<file path="src/rtl/page_perm_pkg.sv">
package page_perm_pkg;

  typedef enum logic [1:0] {
    ACC_LOAD  = 2'd0,
    ACC_STORE = 2'd1,
    ACC_FETCH = 2'd2,
    ACC_ALT   = 2'd3
  } acc_e;

  // permission vector bit positions
  localparam int PB_R = 2;
  localparam int PB_W = 1;
  localparam int PB_X = 0;

  typedef logic [2:0] rwx_t;

  typedef struct packed {
    logic i_nxg;
    logic i_prot;
    logic i_key;
    logic d_prot;
    logic d_key;
    logic d_store;
  } cause_t;

  // protection code decode under the selected key
  function automatic rwx_t pp_to_rwx(input logic key, input logic [2:0] code);
    rwx_t r;
    r = 3'b000;
    if (!key) begin
      unique case (code)
        3'd0, 3'd1, 3'd2: r = 3'b111;
        3'd3, 3'd6:       r = 3'b101;
        default:          r = 3'b000;
      endcase
    end else begin
      unique case (code)
        3'd2:       r = 3'b111;
        3'd1, 3'd3: r = 3'b101;
        default:    r = 3'b000;
      endcase
    end
    return r;
  endfunction

  // permission bit an access needs
  function automatic rwx_t need_of(input acc_e a);
    rwx_t n;
    unique case (a)
      ACC_STORE: n = 3'b010;
      ACC_FETCH: n = 3'b001;
      default:   n = 3'b100;
    endcase
    return n;
  endfunction

endpackage

</file>
<file path="src/rtl/perm_pp_stage.sv">
module perm_pp_stage
  import page_perm_pkg::*;
(
  input  logic       user_mode,
  input  logic       key_user,
  input  logic       key_sup,
  input  logic [2:0] code,
  output logic       key_sel,
  output rwx_t       pp_rwx
);
  always_comb begin
    key_sel = user_mode ? key_user : key_sup;
    pp_rwx  = pp_to_rwx(key_sel, code);
  end
endmodule

</file>
<file path="src/rtl/perm_mask_stage.sv">
module perm_mask_stage
  import page_perm_pkg::*;
#(
  parameter int KEY_W = 5
) (
  input  logic [KEY_W-1:0]          key,
  input  logic [2*(1<<KEY_W)-1:0]   amask,
  input  logic [2*(1<<KEY_W)-1:0]   imask,
  input  logic                      mask_en,
  input  logic                      imask_en,
  output logic [1:0]                a_pair,
  output logic                      i_bit,
  output rwx_t                      mask_rwx
);
  localparam int NKEYS = 1 << KEY_W;
  localparam int IDX_W = KEY_W + 2;

  logic [IDX_W-1:0] base;

  always_comb begin
    // pair for key k sits at shift 2*(NKEYS-1-k)
    base     = IDX_W'(2 * (NKEYS - 1 - int'(key)));
    a_pair   = amask[base +: 2];
    i_bit    = imask[base];
    mask_rwx = 3'b111;
    if (mask_en) begin
      if (a_pair[1]) mask_rwx[PB_W] = 1'b0;
      if (a_pair[0]) mask_rwx[PB_R] = 1'b0;
      if (imask_en && i_bit) mask_rwx[PB_X] = 1'b0;
    end
  end
endmodule

</file>
<file path="src/rtl/perm_cause_gen.sv">
module perm_cause_gen
  import page_perm_pkg::*;
(
  input  acc_e   acc,
  input  rwx_t   nx_rwx,
  input  rwx_t   pp_rwx,
  input  rwx_t   mk_rwx,
  output rwx_t   perm,
  output logic   grant,
  output cause_t cause
);
  rwx_t need;
  logic fetch, deny;

  always_comb begin
    need  = need_of(acc);
    perm  = nx_rwx & pp_rwx & mk_rwx;
    grant = |(perm & need);
    deny  = ~grant;
    fetch = (acc == ACC_FETCH);
    cause.i_nxg   = deny & fetch & ~nx_rwx[PB_X];
    cause.i_prot  = deny & fetch & nx_rwx[PB_X] & ~pp_rwx[PB_X];
    cause.i_key   = deny & fetch & ~mk_rwx[PB_X];
    cause.d_prot  = deny & ~fetch & (|(need & ~pp_rwx));
    cause.d_key   = deny & ~fetch & (|(need & ~mk_rwx));
    cause.d_store = deny & (acc == ACC_STORE);
  end
endmodule

</file>
<file path="src/rtl/page_perm_eval.sv">
module page_perm_eval
  import page_perm_pkg::*;
#(
  parameter int KEY_W   = 5,
  parameter bit REG_OUT = 1'b1
) (
  input  logic                    clk,
  input  logic                    rst_n,
  input  logic [1:0]              acc_kind,
  input  logic                    user_mode,
  input  logic                    seg_key_user,
  input  logic                    seg_key_sup,
  input  logic                    pp_hi,
  input  logic [1:0]              pp_lo,
  input  logic                    pte_noexec,
  input  logic                    pte_guard,
  input  logic [KEY_W-1:0]        pte_key,
  input  logic [2*(1<<KEY_W)-1:0] amask,
  input  logic [2*(1<<KEY_W)-1:0] imask,
  input  logic                    key_mask_en,
  input  logic                    imask_en,
  output logic [2:0]              perm,
  output logic                    grant,
  output logic                    if_nxg,
  output logic                    if_prot,
  output logic                    if_key,
  output logic                    df_prot,
  output logic                    df_key,
  output logic                    df_store
);
  acc_e       acc;
  logic       key_sel;
  rwx_t       pp_rwx, nx_rwx, mk_rwx, perm_c;
  logic [1:0] a_pair;
  logic       i_bit;
  logic       grant_c;
  cause_t     cause_c, cause_q;
  rwx_t       perm_q;
  logic       grant_q;

  assign acc    = acc_e'(acc_kind);
  assign nx_rwx = (pte_noexec | pte_guard) ? 3'b110 : 3'b111;

  perm_pp_stage u_pp (
    .user_mode (user_mode),
    .key_user  (seg_key_user),
    .key_sup   (seg_key_sup),
    .code      ({pp_hi, pp_lo}),
    .key_sel   (key_sel),
    .pp_rwx    (pp_rwx)
  );

  perm_mask_stage #(.KEY_W(KEY_W)) u_mask (
    .key      (pte_key),
    .amask    (amask),
    .imask    (imask),
    .mask_en  (key_mask_en),
    .imask_en (imask_en),
    .a_pair   (a_pair),
    .i_bit    (i_bit),
    .mask_rwx (mk_rwx)
  );

  perm_cause_gen u_cause (
    .acc    (acc),
    .nx_rwx (nx_rwx),
    .pp_rwx (pp_rwx),
    .mk_rwx (mk_rwx),
    .perm   (perm_c),
    .grant  (grant_c),
    .cause  (cause_c)
  );

  generate
    if (REG_OUT) begin : g_reg
      always_ff @(posedge clk) begin
        if (!rst_n) begin
          perm_q  <= '0;
          grant_q <= 1'b0;
          cause_q <= '0;
        end else begin
          perm_q  <= perm_c;
          grant_q <= grant_c;
          cause_q <= cause_c;
        end
      end
    end else begin : g_comb
      assign perm_q  = perm_c;
      assign grant_q = grant_c;
      assign cause_q = cause_c;
    end
  endgenerate

  assign perm     = perm_q;
  assign grant    = grant_q;
  assign if_nxg   = cause_q.i_nxg;
  assign if_prot  = cause_q.i_prot;
  assign if_key   = cause_q.i_key;
  assign df_prot  = cause_q.d_prot;
  assign df_key   = cause_q.d_key;
  assign df_store = cause_q.d_store;


  nxg_drops_x_chk: assert property (@(posedge clk) disable iff (!rst_n)
    (pte_noexec || pte_guard) |-> (!perm_c[PB_X] && perm_c[PB_R] == (pp_rwx[PB_R] & mk_rwx[PB_R])));


  mask_off_chk: assert property (@(posedge clk) disable iff (!rst_n)
    !key_mask_en |-> (mk_rwx == 3'b111));


  amask_write_chk: assert property (@(posedge clk) disable iff (!rst_n)
    (key_mask_en && a_pair[1]) |-> !perm_c[PB_W]);


  imask_exec_chk: assert property (@(posedge clk) disable iff (!rst_n)
    (key_mask_en && imask_en && i_bit) |-> (!perm_c[PB_X] && mk_rwx[PB_R] == !a_pair[0]));


  fetch_cause_chk: assert property (@(posedge clk) disable iff (!rst_n)
    (acc == ACC_FETCH && !grant_c) |-> (cause_c.i_nxg || cause_c.i_prot || cause_c.i_key));


  nxg_first_chk: assert property (@(posedge clk) disable iff (!rst_n)
    cause_c.i_nxg |-> !cause_c.i_prot);


  store_flag_chk: assert property (@(posedge clk) disable iff (!rst_n)
    (acc == ACC_STORE && !grant_c) |-> cause_c.d_store);


  quiet_on_grant_chk: assert property (@(posedge clk) disable iff (!rst_n)
    grant_c |-> (cause_c == '0));


  side_split_chk: assert property (@(posedge clk) disable iff (!rst_n)
    !((cause_c.i_nxg || cause_c.i_prot || cause_c.i_key) &&
      (cause_c.d_prot || cause_c.d_key || cause_c.d_store)));
endmodule

</file>
<file path="config.mk">
export PLATFORM = sky130hd
export DESIGN_NAME = page_perm_eval
export DESIGN_NICKNAME = d
export VERILOG_FILES = /design/src/rtl/page_perm_pkg.sv /design/src/rtl/perm_pp_stage.sv /design/src/rtl/perm_mask_stage.sv /design/src/rtl/perm_cause_gen.sv /design/src/rtl/page_perm_eval.sv
export SDC_FILE = /design/constraint.sdc
export NUM_CORES = 1
export LEC_CHECK = 0
export BUFFER_PORTS_ARGS = -buffer_cell sky130_fd_sc_hd__buf_4
export CORE_ASPECT_RATIO = 0.7
export CORE_MARGIN = 2
export CORE_UTILIZATION = 35
export DETAILED_ROUTE_END_ITERATION = 16
export PLACE_DENSITY = 0.91
export SLEW_MARGIN = 5
export SYNTH_ARGS = -nofsm -noshare
export SYNTH_HDL_FRONTEND = slang
export SYNTH_HIERARCHICAL = 1
export SYNTH_SLANG_ARGS = --single-unit
</file>
<file path="constraint.sdc">
create_clock -name clk -period 2.4 [get_ports clk]
set_input_delay 0.24 -clock clk [delete_from_list [all_inputs] [get_ports clk]]
set_output_delay 0.24 -clock clk [all_outputs]
set_load 0.02 [all_outputs]
</file>
==> results of run 1 <==
layer usage:
metal,global-route usage,vias up
li1,-,858
met1,0.260,815
met2,0.425,74
met3,0.0280,7
met4,0.0533,0
met5,0,-
logic make-up after synthesis:
group | count (synthesis) | synth area share
AND/OR/NAND/NOR | 40 | 0.194
buffers and inverters | 17 | 0.0872
other | 1 | 0.00259
adder cells (fa/ha/maj) | 3 | 0.0259
multiplexers | 49 | 0.342
flip-flops | 10 | 0.138
AO/OA/AOI/OAI | 42 | 0.210
final cells by class:
class                           instances  area, um2
Clock buffer                            4       55.1
Fill cell                             359       1470
Inverter                                6       22.5
Multi-Input combinational cell        136       1130
Sequential cell                        10        200
Tap cell                               52       65.1
Timing Repair Buffer                  131       1010
placed cells by master (no fill, tap or decap), drive strengths merged:
| cell | n |
|---|---|
| o22ai | 1 |
| nor2b | 2 |
| or2 | 2 |
| inv | 6 |
| a22o | 1 |
| clkbuf | 4 |
| dfxtp | 10 |
| and2 | 11 |
| nor4 | 3 |
| mux2 | 1 |
| conb | 2 |
| and3 | 3 |
| nor3b | 2 |
| a21oi | 12 |
| ha | 3 |
| nand2 | 5 |
| nor2 | 3 |
| nand2b | 4 |
| mux2i | 48 |
| a22oi | 27 |
| nand3 | 1 |
| o21bai | 1 |
| nor3 | 3 |
| nand4 | 1 |
| buf | 131 |
state kept, by name, summed over array words and instances (netlist names):
signal and count:
if_key 1, if_nxg 1, if_prot 1, df_store 1
df_prot 1, perm 3, grant 1, df_key 1
power breakdown:
part,internal (mW),switching (mW),total (mW)
clock network,0.144,0.0695,0.214
logic,0.225,0.150,0.374
registers,0.173,0.00171,0.175
stage by stage:
| stage | cell area [um2] | setup WS (ns) |
|---|---|---|
| floorplan | 1450 | 0.282 |
| global placement | 2420 | 0.0471 |
| detailed placement | 2420 | 0.0145 |
| CTS | 2480 | 0.241 |
| global route | 2480 | 0.0168 |
| finish | 2480 | 0.211 |
worst max path at each step:
| stage | to | slack, ns | cells past startpoint |
|---|---|---|---|
| finish | if_nxg | 0.21 | 10 |
| global route | if_nxg | 0.02 | 10 |
| CTS | if_nxg | 0.24 | 10 |
| detailed placement | df_prot | 0.01 | 10 |
| global placement | if_nxg | 0.05 | 10 |
| floorplan | grant | 0.28 | 12 |
==> results.yml, run 1 <==
run_status:
  run_status: "completed"
timing:
  tightest_slew_ns: 0.965
  final_max_slew_viol_count: 0
  finalHoldViolations: 0
  tns_ns: 0
  fin_crit_sh: 0.912
  rsz0062_at_grt: "false"
  whs_ns: 0.269
  finalSetupViolCount: 0
  min_period_ns: 2.19
  timing.slew.headroom: 0.356
  clock.fmax_ghz: 0.457
placed_design:
  gp_congestion: 0.738
  dpl.cell_count: 335
  dp_hpwl_um: 4370
  port_buffers: 124
floorplan:
  die_h_um: 57.8
  die_w_um: 80.9
  io_pins: 157
  dieArea_um2: 4680
  start_util: 0.367
  row_count: 19
  core-area_um2: 3950
layout:
  final_nets: 438
  fin_util: 0.628
  area_growth_syn_to_layout_pct: 71.0
  antenna_cells: 0
  final_cell_count_no_fill: 339
  drive_gt1_frac: 0.526
pwr:
  total_power_mw: 0.763
  power_density_nw_per_um2: 308
  leakagePower_nw: 1.30
  ir_worst_vdd_mv: 0.216
global_routing:
  grt_overflow: 0
  grtUsageTotal: 0.221
  grt_pass1_wl_um: 8140
  antenna_found_initial: 0
  grt_max_degree: 19
  grt_pass1_vias: 1903
worst_setup_path:
  worst_path_dominant_cell_family: "simple AND/OR/NAND/NOR gates"
  critPathLaunch: "pte_key[0]"
  worstSetupPathType: "in -> reg"
  arrival_ns: 2.32
  end_kind: "register"
  start_kind: "primary input"
  path_cells: "buf_4 > nor2b_1 > a22oi_1 > a21oi_1 > nor4_2 > nand2_1 > and3_4 > a22o_4 > nor3b_2 > and2_1"
  critPathMaxStageDelay_ns: 0.74
  crit_slowest_cell: "nor2b_1"
  cp.required_ns: 2.53
  path_max_fanout: 12
  path_buf_inv: 1
routing:
  vias: 1754
  met2_length_um: 2630
  wl_per_cell_um: 15.0
  drt_first_pass_iters: 4
  viasPerCell: 5.17
  wirelength_met1_um: 2020
  drt_first_iter_violations: 63
  highest-signal-layer: "met4"
  wl_met3_um: 369
  drtAntennaViolNets: 0
  drt_wl_total_um: 5080
  drc_errors: 0
logic_synthesis:
  synthFlopType: "dfxtp_1"
  yosys_warnings: 6
  syn_avg_cell_area_um2: 8.94
  syn_inst: 162
  synth_edf_count: 0
  synth_most_common_cell: "mux2i_1"
  synth_top_area_frac: 0.332
  synthTopCellsByArea: "mux2i_1 33%, dfxtp_1 14%, a22oi_1 13%"
  synth_top_area_cell: "mux2i_1"
  synth_seq_cells: 10
  synthArstFlopShare: 0
  synth_cell_types: 30
  ys_seq_area_frac: 0.138
  synth_common_cells: "48 x mux2i_1, 25 x a22oi_1, 12 x a21oi_1, 11 x and2_1, 10 x dfxtp_1"
  synth.cell_area_um2: 1450
clock_tree:
  cts-resized-gates: 0
  cts_tree: "done"
  clkTransAtPathRegs_ns: 0.05
  clkSinkCount: 10
  clk_root_buffer_cell: "clkbuf_8"
  cts-buffers-inserted: 3
  ctsLongestPathBuffers: 2
  htreeDepth: 1
  post_cts_buffers: 0
  cts_hold_buf: 0
run:
  cap_violations: 0
worst_hold_path:
  hold_depth: 2
  min_from: "rst_n"
  worstHoldPathType: "in -> reg"
  holdPathEnd: "if_prot"
Note: power is estimated with default switching activity, not from simulation.
==> inputs of run 2 (changes only) <==
--- a/config.mk
+++ b/config.mk
@@ -5,12 +5,13 @@
 export SDC_FILE = /design/constraint.sdc
 export NUM_CORES = 1
 export LEC_CHECK = 0
+export ABC_CLOCK_PERIOD_IN_PS = 2400
 export BUFFER_PORTS_ARGS = -buffer_cell sky130_fd_sc_hd__buf_4
 export CORE_ASPECT_RATIO = 0.7
 export CORE_MARGIN = 2
 export CORE_UTILIZATION = 35
 export DETAILED_ROUTE_END_ITERATION = 16
-export PLACE_DENSITY = 0.91
+export PLACE_DENSITY = 0.81
 export SLEW_MARGIN = 5
 export SYNTH_ARGS = -nofsm -noshare
 export SYNTH_HDL_FRONTEND = slang
==> run 2 against run 1 <==
Effect of this change: utilization decreased by 0.32 points; critical path depth unchanged; clock power decreased by 2%; via count decreased by 2.2%; sequential share of layout area about the same; wire length decreased by 1.8%; first-iteration DRC count decreased by 19%; final area decreased by 0.51%; critical endpoint is now if_key; largest power group unchanged.
==> results.yml, run 2 (synthesis gave the netlist of run 1 again) <==
floorplan:
  die_w_um: 80.9
  die_h_um: 57.8
  io_pins: 157
  dieArea_um2: 4680
  core-area_um2: 3950
  start_util: 0.367
  row_count: 19
clock_tree:
  ctsLongestPathBuffers: 2
  cts-resized-gates: 0
  clkSinkCount: 10
  cts-buffers-inserted: 3
  clk_root_buffer_cell: "clkbuf_8"
  cts_hold_buf: 0
  htreeDepth: 1
  clkTransAtPathRegs_ns: 0.05
  post_cts_buffers: 0
  cts_tree: "done"
layout:
  area_growth_syn_to_layout_pct: 70.1
  final_nets: 436
  fin_util: 0.625
  largest_register_ffs: 3
  nFillCells: 364
  fin_area_um2: 2460
  layout_common_cells: "127 x buf_4, 48 x mux2i_1, 25 x a22oi_1"
  final_common_cell: "buf_4"
  drive_gt1_frac: 0.526
  antenna_cells: 0
pwr:
  pwr-share-clk: 0.278
  ir_worst_vdd_mv: 0.190
  p_int_mw: 0.540
  total_power_mw: 0.757
  p_seq_frac: 0.232
  p_sw_frac: 0.286
  power.net_switching_mw: 0.217
  combPwrFrac: 0.490
  leakagePower_nw: 1.29
  power_density_nw_per_um2: 307
routing:
  wl_per_cell_um: 14.8
  vias: 1716
  viasPerCell: 5.09
  drt_wl_total_um: 4990
  drc_errors: 0
  drt_first_iter_violations: 51
  drt_first_pass_iters: 4
  drtAntennaViolNets: 0
timing:
  min_period_ns: 2.18
  clock.fmax_ghz: 0.459
  tightest_slew_ns: 0.951
  fin_crit_sh: 0.907
  finalSetupViolCount: 0
  final_max_slew_viol_count: 0
  timing.slew.headroom: 0.364
  finalHoldViolations: 0
  rsz0062_at_grt: "false"
worst_setup_path:
  path_cells: "buf_4 > nor2b_1 > a22oi_1 > a21oi_1 > nor4_2 > nand2_1 > and3_4 > a22o_4 > nor3b_2 > and2_1"
  start_kind: "primary input"
  worst_path_dominant_cell_family: "simple AND/OR/NAND/NOR gates"
  arrival_ns: 2.30
  path_buf_inv: 1
  end_kind: "register"
  critPathMaxStageDelay_ns: 0.75
  crit_slowest_cell: "nor2b_1"
  cp.required_ns: 2.53
  path_max_fanout: 12
  worstSetupPathType: "in -> reg"
worst_hold_path:
  worstHoldPathType: "in -> reg"
  hold_depth: 2
  holdPathEnd: "if_prot"
  min_from: "rst_n"
global_routing:
  grt_overflow: 0
  grt_pass1_vias: 1774
  grt_pass1_wl_um: 8010
  grtUsageTotal: 0.217
  antenna_found_initial: 0
  grt_max_degree: 21
placed_design:
  gp_congestion: 0.774
  dpl-instance-area_um2: 2410
  port_buffers: 124
  dp_hpwl_um: 4200
run:
  cap_violations: 0
run_status:
  run_status: "completed"
[run 2: cell types whose count changed in the layout (fill, tap and decap cells not counted)]
cell     delta
nor2b_2     +1
buf_4       -2
nor2b_1     -1
[run 2: worst max-delay path by stage]
stage / startpoint / to / slack, ns / depth (start not counted)
final: pte_key[2] / if_key / 0.22 / 10
after global routing: pte_key[2] / df_prot / 0.05 / 10
after CTS: pte_key[2] / if_key / 0.23 / 10
after detailed placement: pte_key[2] / if_nxg / -0.02 / 10
after global placement: pte_key[2] / if_prot / 0.02 / 10
after floorplan: pte_key[1] / grant / 0.28 / 12
[run 2: metal layers]
metal | track usage | wire length [um] | up-vias
met5 | 0 | 0 | -
met4 | 0.0436 | 65 | 0
met3 | 0.0389 | 365 | 8
met2 | 0.383 | 2380 | 84
met1 | 0.279 | 2180 | 769
li1 | - | - | 855
[run 2: power by group through the flow]
stage                     Combinational, mW  Sequential (mW)  Clock (mW)
final                                 0.371            0.175       0.210
after global routing                  0.404            0.176       0.225
after CTS                             0.371            0.175       0.218
after detailed placement              0.370            0.179           0
after global placement                0.362            0.178           0
after floorplan                       0.178            0.187           0
[run 2: cell type report]
class,count,area (um2),area share
Multi-Input combinational cell,136,1130,0.458
Clock buffer,4,55.1,0.0223
Sequential cell,10,200,0.0812
Timing Repair Buffer,129,993,0.403
Tap cell,52,65.1,0.0264
Inverter,6,22.5,0.00914
[run 2: per-stage QoR]
step	TNS, ns	cells	hold WS [ns]	worst slack [ns]
6_report	0	337	0.271	0.223
5_1_grt	0	337	0.286	0.0471
4_1_cts	0	337	0.267	0.226
3_5_place_dp	-0.0692	333	0.516	-0.0201
3_3_place_gp	0	333	0.513	0.0153
2_1_floorplan	0	163	0.362	0.282
